## config.mk

```make
export PLATFORM = sky130hd
export DESIGN_NAME = boot_cmd_interp
export DESIGN_NICKNAME = d
export VERILOG_FILES = /design/src/rtl/boot_cmd_pkg.sv /design/src/rtl/boot_word_asm.sv /design/src/rtl/boot_tx_port.sv /design/src/rtl/boot_param_store.sv /design/src/rtl/boot_cmd_interp.sv
export SDC_FILE = /design/constraint.sdc
export NUM_CORES = 1
export LEC_CHECK = 0
export BUFFER_PORTS_ARGS = -buffer_cell sky130_fd_sc_hd__buf_2
export CAP_MARGIN = 20
export CORE_MARGIN = 2
export CORE_UTILIZATION = 45
export CTS_CLUSTER_DIAMETER = 40
export DETAILED_ROUTE_END_ITERATION = 10
export GPL_TIMING_DRIVEN = 0
export PLACE_DENSITY = 0.79
export SETUP_SLACK_MARGIN = 0.4
export SLEW_MARGIN = 40
export SYNTH_ARGS = -nofsm -noshare
export SYNTH_HDL_FRONTEND = slang
export SYNTH_SLANG_ARGS = --single-unit
```

## constraint.sdc

```tcl
create_clock -name clk_i -period 2 [get_ports clk_i]
set_input_delay 0.3 -clock clk_i [delete_from_list [all_inputs] [get_ports clk_i]]
set_output_delay 0.3 -clock clk_i [all_outputs]
set_load 0.03 [all_outputs]
```

## src/rtl/boot_cmd_pkg.sv

```systemverilog
package boot_cmd_pkg;
  typedef enum logic [3:0] {
    S_IDLE, S_RD_ALO, S_RD_AHI, S_RD_CNT, S_RD_GO, S_RD_WAIT,
    S_RB_BLK, S_RB_DATA, S_BP_HOST, S_BP_DIAG, S_BP_DEV,
    S_SB_NUM, S_SB_SEND
  } state_e;

  localparam logic [3:0] CMD_MEM_RD   = 4'd1;
  localparam logic [3:0] CMD_REG_BLK  = 4'd3;
  localparam logic [3:0] CMD_BOOT_PAR = 4'd4;
  localparam logic [3:0] CMD_SUB_BOOT = 4'd7;
endpackage

```

## src/rtl/boot_word_asm.sv

```systemverilog
module boot_word_asm #(
  parameter int BYTE_W = 8
) (
  input  logic                clk_i,
  input  logic                rst_ni,
  input  logic                clear_i,
  input  logic                byte_stb_i,
  input  logic [BYTE_W-1:0]   byte_i,
  output logic                word_stb_o,
  output logic [2*BYTE_W-1:0] word_o
);
  logic              have_lo_q;
  logic [BYTE_W-1:0] lo_q;

  always_ff @(posedge clk_i or negedge rst_ni) begin
    if (!rst_ni) begin
      have_lo_q <= 1'b0;
      lo_q      <= '0;
    end else if (clear_i) begin
      have_lo_q <= 1'b0;
    end else if (byte_stb_i) begin
      if (have_lo_q) begin
        have_lo_q <= 1'b0;
      end else begin
        have_lo_q <= 1'b1;
        lo_q      <= byte_i;
      end
    end
  end

  // word completes on the high byte
  assign word_stb_o = byte_stb_i & have_lo_q & ~clear_i;
  assign word_o     = {byte_i, lo_q};
endmodule

```

## src/rtl/boot_tx_port.sv

```systemverilog
module boot_tx_port #(
  parameter int BYTE_W = 8
) (
  input  logic              clk_i,
  input  logic              rst_ni,
  input  logic              load_i,
  input  logic [BYTE_W-1:0] data_i,
  input  logic              out_ready_i,
  output logic              out_valid_o,
  output logic [BYTE_W-1:0] out_data_o
);
  logic              valid_q;
  logic [BYTE_W-1:0] data_q;

  always_ff @(posedge clk_i or negedge rst_ni) begin
    if (!rst_ni) begin
      valid_q <= 1'b0;
      data_q  <= '0;
    end else if (load_i) begin
      valid_q <= 1'b1;
      data_q  <= data_i;
    end else if (valid_q && out_ready_i) begin
      valid_q <= 1'b0;
    end
  end

  assign out_valid_o = valid_q;
  assign out_data_o  = data_q;
endmodule

```

## src/rtl/boot_param_store.sv

```systemverilog
module boot_param_store #(
  parameter int BYTE_W     = 8,
  parameter int WORD_W     = 16,
  parameter int HOST_WORDS = 3,
  localparam int HSEL_W    = (HOST_WORDS > 1) ? $clog2(HOST_WORDS) : 1
) (
  input  logic                         clk_i,
  input  logic                         rst_ni,
  input  logic [WORD_W-1:0]            word_i,
  input  logic [BYTE_W-1:0]            byte_i,
  input  logic                         host_we_i,
  input  logic [HSEL_W-1:0]            host_sel_i,
  input  logic                         diag_we_i,
  input  logic                         dev_we_i,
  input  logic                         sub_we_i,
  output logic [HOST_WORDS*WORD_W-1:0] host_o,
  output logic [BYTE_W-1:0]            diag_o,
  output logic [BYTE_W-1:0]            dev_o,
  output logic [BYTE_W-1:0]            sub_o
);
  logic [WORD_W-1:0] host_q [HOST_WORDS];

  for (genvar g = 0; g < HOST_WORDS; g++) begin : g_host
    always_ff @(posedge clk_i or negedge rst_ni) begin
      if (!rst_ni)                                       host_q[g] <= '0;
      else if (host_we_i && host_sel_i == HSEL_W'(g))    host_q[g] <= word_i;
    end
    assign host_o[g*WORD_W +: WORD_W] = host_q[g];
  end

  always_ff @(posedge clk_i or negedge rst_ni) begin
    if (!rst_ni) begin
      diag_o <= '0;
      dev_o  <= '0;
      sub_o  <= '0;
    end else begin
      if (diag_we_i) diag_o <= byte_i;
      if (dev_we_i)  dev_o  <= byte_i;
      if (sub_we_i)  sub_o  <= byte_i;
    end
  end
endmodule

```

## src/rtl/boot_cmd_interp.sv

```systemverilog
module boot_cmd_interp #(
  parameter int          BYTE_W     = 8,
  parameter int          ADDR_HI_W  = 2,
  parameter int          RBLK_WORDS = 16,
  parameter int          BLK_W      = 4,
  parameter int          RBLK_ID    = 7,
  parameter int          HOST_WORDS = 3,
  parameter logic [7:0]  REPLY      = 8'h09,
  localparam int WORD_W = 2 * BYTE_W,
  localparam int ADDR_W = WORD_W + ADDR_HI_W,
  localparam int IDX_W  = $clog2(RBLK_WORDS),
  localparam int HOST_W = HOST_WORDS * WORD_W,
  localparam int HSEL_W = (HOST_WORDS > 1) ? $clog2(HOST_WORDS) : 1
) (
  input  logic              clk_i,
  input  logic              rst_ni,
  input  logic [BYTE_W-1:0] in_data_i,
  input  logic              in_valid_i,
  output logic              in_ready_o,
  output logic [BYTE_W-1:0] out_data_o,
  output logic              out_valid_o,
  input  logic              out_ready_i,
  output logic              port_out_mode_o,
  output logic              mem_start_o,
  output logic [ADDR_W-1:0] mem_addr_o,
  output logic [WORD_W-1:0] mem_count_o,
  input  logic              mem_done_i,
  output logic              rblk_we_o,
  output logic [IDX_W-1:0]  rblk_idx_o,
  output logic [WORD_W-1:0] rblk_data_o,
  output logic [HOST_W-1:0] host_addr_o,
  output logic [BYTE_W-1:0] diag_flags_o,
  output logic [BYTE_W-1:0] boot_dev_o,
  output logic [BYTE_W-1:0] sub_boot_o
);
  import boot_cmd_pkg::*;

  state_e              state_q, state_d;
  logic                accept, asm_feed, word_stb;
  logic [WORD_W-1:0]   word;
  logic [ADDR_W-1:0]   addr_q;
  logic [WORD_W-1:0]   cnt_q;
  logic                blk_ok_q;
  logic [IDX_W-1:0]    idx_q;
  logic [HSEL_W-1:0]   hsel_q;
  logic                we_q;
  logic [IDX_W-1:0]    widx_q;
  logic [WORD_W-1:0]   wdata_q;
  logic                tx_load;

  always_comb begin
    unique case (state_q)
      S_RD_GO, S_RD_WAIT, S_SB_SEND: in_ready_o = 1'b0;
      default:                       in_ready_o = 1'b1;
    endcase
  end
  assign port_out_mode_o = (state_q == S_RD_GO) || (state_q == S_RD_WAIT) ||
                           (state_q == S_SB_SEND);
  assign accept   = in_valid_i & in_ready_o;
  assign asm_feed = accept & ((state_q == S_RD_ALO) || (state_q == S_RD_CNT) ||
                              (state_q == S_RB_DATA) || (state_q == S_BP_HOST));

  boot_word_asm #(.BYTE_W(BYTE_W)) i_word_asm (
    .clk_i      (clk_i),
    .rst_ni     (rst_ni),
    .clear_i    (state_q == S_IDLE),
    .byte_stb_i (asm_feed),
    .byte_i     (in_data_i),
    .word_stb_o (word_stb),
    .word_o     (word)
  );

  always_comb begin
    state_d = state_q;
    unique case (state_q)
      S_IDLE: if (accept) begin
        case (in_data_i[3:0])
          CMD_MEM_RD:   state_d = S_RD_ALO;
          CMD_REG_BLK:  state_d = S_RB_BLK;
          CMD_BOOT_PAR: state_d = S_BP_HOST;
          CMD_SUB_BOOT: state_d = S_SB_NUM;
          default:      state_d = S_IDLE;
        endcase
      end
      S_RD_ALO:  if (word_stb) state_d = S_RD_AHI;
      S_RD_AHI:  if (accept)   state_d = S_RD_CNT;
      S_RD_CNT:  if (word_stb) state_d = S_RD_GO;
      S_RD_GO:                 state_d = S_RD_WAIT;
      S_RD_WAIT: if (mem_done_i) state_d = S_IDLE;
      S_RB_BLK:  if (accept)   state_d = S_RB_DATA;
      S_RB_DATA: if (word_stb && idx_q == IDX_W'(RBLK_WORDS - 1)) state_d = S_IDLE;
      S_BP_HOST: if (word_stb && hsel_q == HSEL_W'(HOST_WORDS - 1)) state_d = S_BP_DIAG;
      S_BP_DIAG: if (accept)   state_d = S_BP_DEV;
      S_BP_DEV:  if (accept)   state_d = S_IDLE;
      S_SB_NUM:  if (accept)   state_d = S_SB_SEND;
      S_SB_SEND: if (out_valid_o && out_ready_i) state_d = S_IDLE;
      default:                 state_d = S_IDLE;
    endcase
  end

  always_ff @(posedge clk_i or negedge rst_ni) begin
    if (!rst_ni) begin
      state_q  <= S_IDLE;
      addr_q   <= '0;
      cnt_q    <= '0;
      blk_ok_q <= 1'b0;
      idx_q    <= '0;
      hsel_q   <= '0;
      we_q     <= 1'b0;
      widx_q   <= '0;
      wdata_q  <= '0;
    end else begin
      state_q <= state_d;
      we_q    <= 1'b0;
      if (state_q == S_RD_ALO && word_stb) addr_q[WORD_W-1:0] <= word;
      if (state_q == S_RD_AHI && accept)   addr_q[ADDR_W-1:WORD_W] <= in_data_i[ADDR_HI_W-1:0];
      if (state_q == S_RD_CNT && word_stb) cnt_q <= word;
      if (state_q == S_RB_BLK && accept) begin
        blk_ok_q <= (in_data_i[BLK_W-1:0] == BLK_W'(RBLK_ID));
        idx_q    <= '0;
      end
      if (state_q == S_RB_DATA && word_stb) begin
        idx_q   <= idx_q + 1'b1;
        we_q    <= blk_ok_q;
        widx_q  <= idx_q;
        wdata_q <= word;
      end
      if (state_q == S_IDLE)                    hsel_q <= '0;
      else if (state_q == S_BP_HOST && word_stb) hsel_q <= hsel_q + 1'b1;
    end
  end

  assign mem_start_o = (state_q == S_RD_GO);
  assign mem_addr_o  = addr_q;
  assign mem_count_o = cnt_q;
  assign rblk_we_o   = we_q;
  assign rblk_idx_o  = widx_q;
  assign rblk_data_o = wdata_q;

  boot_param_store #(
    .BYTE_W(BYTE_W), .WORD_W(WORD_W), .HOST_WORDS(HOST_WORDS)
  ) i_params (
    .clk_i      (clk_i),
    .rst_ni     (rst_ni),
    .word_i     (word),
    .byte_i     (in_data_i),
    .host_we_i  (state_q == S_BP_HOST && word_stb),
    .host_sel_i (hsel_q),
    .diag_we_i  (state_q == S_BP_DIAG && accept),
    .dev_we_i   (state_q == S_BP_DEV && accept),
    .sub_we_i   (state_q == S_SB_NUM && accept),
    .host_o     (host_addr_o),
    .diag_o     (diag_flags_o),
    .dev_o      (boot_dev_o),
    .sub_o      (sub_boot_o)
  );

  assign tx_load = (state_q == S_SB_NUM) && accept;

  boot_tx_port #(.BYTE_W(BYTE_W)) i_tx (
    .clk_i       (clk_i),
    .rst_ni      (rst_ni),
    .load_i      (tx_load),
    .data_i      (REPLY[BYTE_W-1:0]),
    .out_ready_i (out_ready_i),
    .out_valid_o (out_valid_o),
    .out_data_o  (out_data_o)
  );
endmodule

```

==> flow_summary.yaml <==
outcome:
  status: "finished, final reports clean"
clocking:
  clk_path_buf_depth: 2
  worstSkewPairLatency_ps: 430
  numCtsBuffers: 17
  cts.sinks: 149
  htreeDepth: 4
  cts-root-buf: "clkbuf_16"
  cts_tree: "done"
  clk_pin_slew_ps: 60
power:
  ir_drop_mv: 1.06
  leakagePower_nw: 4.56
  total_power_mw: 12.8
  powerDensity_nw_per_um2: 1500
detailed_routing:
  drt_drc_violations_left: 0
  dr.pass1.iters: 4
  routedWlPerCell_um: 20.0
  drtAntennaViolNets: 0
  routed_wl_um: 16300
  wl_met1_um: 6450
  routed-wl-met2_um: 8440
  avgViaCountPerCell: 5.23
  dr.max_layer_used: "met4"
  vias: 4250
  detailedRoute.firstIterationViolations: 270
  dr_wl_met3_um: 1180
synth:
  synth_cells: 421
  ys_async_sr_fraction: 1.00
  ys_warn_count: 0
  synth.top_cell.area_share: 0.606
  yosysSeqAreaShare: 0.606
  synthTopCellsByArea: "dfrtp_1 (61%), mux2_2 (25%), buf_4 (1.5%)"
  ys.flop_type: "dfrtp_1"
  synthDistinctLibCells: 50
  synth_edf_count: 0
  syn_area_sq_um: 6160
  avgSynthCellArea_sq_um: 14.6
  synth_top_area_cell: "dfrtp_1"
  synth_seq_cells: 149
global_route:
  track_usage: 0.225
  overflow: 0
  antenna_found_initial: 0
  grt_pass1_vias: 4568
  grt_first_pass_wirelength_um: 24600
  grt_max_degree: 58
die:
  core_area_sq_um: 13300
  start_util: 0.463
  ios: 152
  dieWidth_um: 121
  dieArea_sq_um: 14600
  row_count: 42
  die_h_um: 121
worst_setup_path:
  crit_slowest_cell: "dfrtp_1"
  reg2regPathDepth: 6
  cpMostUsedCell: "buf_6"
  required_ps: 1700
  worst-path-stages: 5
  critical_path_class: "reg -> out"
  cp_max_fo: 5
  arrival_ps: 1470
  start_kind: "flip-flop"
  crit_buf_inv: 3
  max_stage_delay_ps: 410
  path_cells: "buf_6 > buf_6 > nor2b_4 > and2_4 > buf_6"
  crit_family: "flip-flops"
  cp-end-kind: "output port"
placement:
  post-place-ws_ps: -24.4
  placed_area_sq_um: 7170
  place_congestion: 0.850
  placed_cells: 745
  dp_hpwl_um: 10300
  io_buffer_count: 141
cells_and_area:
  n_antenna_cell: 0
  final_nets: 641
  final_area_sq_um: 8520
  final_cells: 813
  fin_util: 0.641
  fill_cells: 971
  area_growth_pct: 38.5
  drive_gt1_frac: 0.645
timing:
  grt_setup_unrepaired: "true"
  max_freq_mhz: 565
  setup_violations: 0
  hold_violations: 0
  worstMarginPinSlew_ps: 712
  final.period_utilization: 0.885
  slew_viol_final: 0
  period_needed_ps: 1770
  setup_ws_ps: 229
  skew_ps: 8.09
  slew_headroom: 0.526
min_path:
  min_path_type: "in -> reg"
  whs_path_depth: 2
flow_run:
  drv_cap: 0
final cells by class:
cell class | instances | area (sq um) | area share
sequential | 149 | 3730 | 0.438
multi-input combinational | 239 | 2450 | 0.287
timing repair buffer | 179 | 1170 | 0.137
clock buffer | 19 | 443 | 0.0520
buffer | 31 | 280 | 0.0329
tap | 176 | 220 | 0.0258
clock inverter | 13 | 203 | 0.0238
inverter | 7 | 30.0 | 0.00352
where the power goes:
part / internal (mW) / total (mW) / leakage, nW / switching, mW
clock network: 2.24 / 3.47 / 0.313 / 1.23
registers: 3.83 / 4.44 / 1.99 / 0.612
logic: 1.95 / 4.90 / 2.26 / 2.94
total: 8.02 / 12.8 / 4.56 / 4.78
final timing paths:
| check | startpoint | endpoint | slack (ps) |
|---|---|---|---|
| worst max-delay path | state_q[2] | mem_start_o | 230 |
| worst min-delay path | out_ready_i | i_tx.out_valid_o | 120 |
| worst max register to register | state_q[3] | state_q[2] | 270 |
| worst min register to register | blk_ok_q | blk_ok_q | 480 |
| max in group asynchronous | rst_ni | i_word_asm.have_lo_q | 1040 |
| min in group asynchronous | rst_ni | i_params.host_o[36] | 350 |
sequential cells by signal, summed over array words and instances, names as in the netlist, 8 cells and up:
| signal | flops |
|---|---|
| i_word_asm.lo_q | 8 |
| i_params.host_o | 48 |
| mem_addr_o | 18 |
| rblk_data_o | 16 |
| i_params.diag_o | 8 |
| i_params.dev_o | 8 |
| mem_count_o | 16 |
| i_params.sub_o | 8 |
logic make-up (layout without fill, tap and decap cells):
| family | count (synthesis) | after routing | share of synthesized area |
|---|---|---|---|
| AOI/OAI and AO/OA | 33 | 33 | 0.0409 |
| xor gates and xnor gates | 3 | 3 | 0.00427 |
| adders and majority gates | 4 | 4 | 0.00813 |
| buffers and inverters | 38 | 249 | 0.0356 |
| DFF | 149 | 149 | 0.606 |
| muxes | 137 | 137 | 0.250 |
| other | 1 | 6 | 0.000609 |
| and+or+nand+nor | 56 | 56 | 0.0545 |
metrics by stage:
step | TNS [ps] | hold slack, ps
2_1_floorplan | 0 | 4.41
3_3_place_gp | -191560 | 460
3_5_place_dp | -67.1 | 217
4_1_cts | 0 | 90.5
5_1_grt | 0 | 119
6_report | 0 | 122
layout by cell type (no fill, tap or decap), types with 3 or more instances in the layout:
| master | instances |
|---|---|
| bufinv_16 | 5 |
| buf_4 | 30 |
| mux2_4 | 14 |
| buf_8 | 5 |
| inv_1 | 4 |
| dfrtp_1 | 146 |
| clkinvlp_4 | 3 |
| ha_1 | 3 |
| buf_6 | 18 |
| nor2b_4 | 3 |
| a22o_1 | 3 |
| clkbuf_1 | 5 |
| buf_2 | 139 |
| nand2_2 | 3 |
| o21ai_0 | 7 |
| mux2_2 | 122 |
| clkbuf_16 | 17 |
| buf_16 | 4 |
| buf_12 | 5 |
| conb_1 | 6 |
| dfrtp_2 | 3 |
| nand3_1 | 5 |
| nor2_1 | 6 |
| clkinv_2 | 4 |
| nand2_4 | 6 |
| buf_1 | 4 |
| nand2_1 | 8 |
| nor2_4 | 5 |
| xnor2_1 | 3 |
cells in the mapped netlist, types with 2 or more instances:
library cell / count
dfrtp_1: 149
mux2_2: 136
nand2_1: 13
buf_4: 12
o21ai_0: 9
nor2_1: 8
buf_2: 7
inv_1: 7
buf_1: 5
nand3_1: 5
clkbuf_1: 4
ha_1: 4
nand2_2: 4
nor2b_1: 4
a22o_1: 3
and2_1: 3
buf_6: 3
nor2_2: 3
xnor2_1: 3
a2111o_1: 2
a21oi_1: 2
a41oi_1: 2
and2b_1: 2
nand2b_1: 2
o21bai_1: 2
o22ai_1: 2
o31ai_1: 2
layer usage:
| layer | global-route usage | up-vias |
|---|---|---|
| li1 | - | 1887 |
| met1 | 0.271 | 2192 |
| met2 | 0.373 | 148 |
| met3 | 0.0761 | 23 |
| met4 | 0.0858 | 0 |
| met5 | 0 | - |
what timing repair did:
item | CTS | global route
setup buffers | 22 | 9
cloned | 2 | 2
endpoints found under the setup margin | 144 | 134
resized for setup | 66 | 36
pin swaps | 17 | 12
endpoints found under the hold margin | 41 | 0
hold buffers | 1 | 0
No activity file was read; power rests on OpenSTA's default activity.
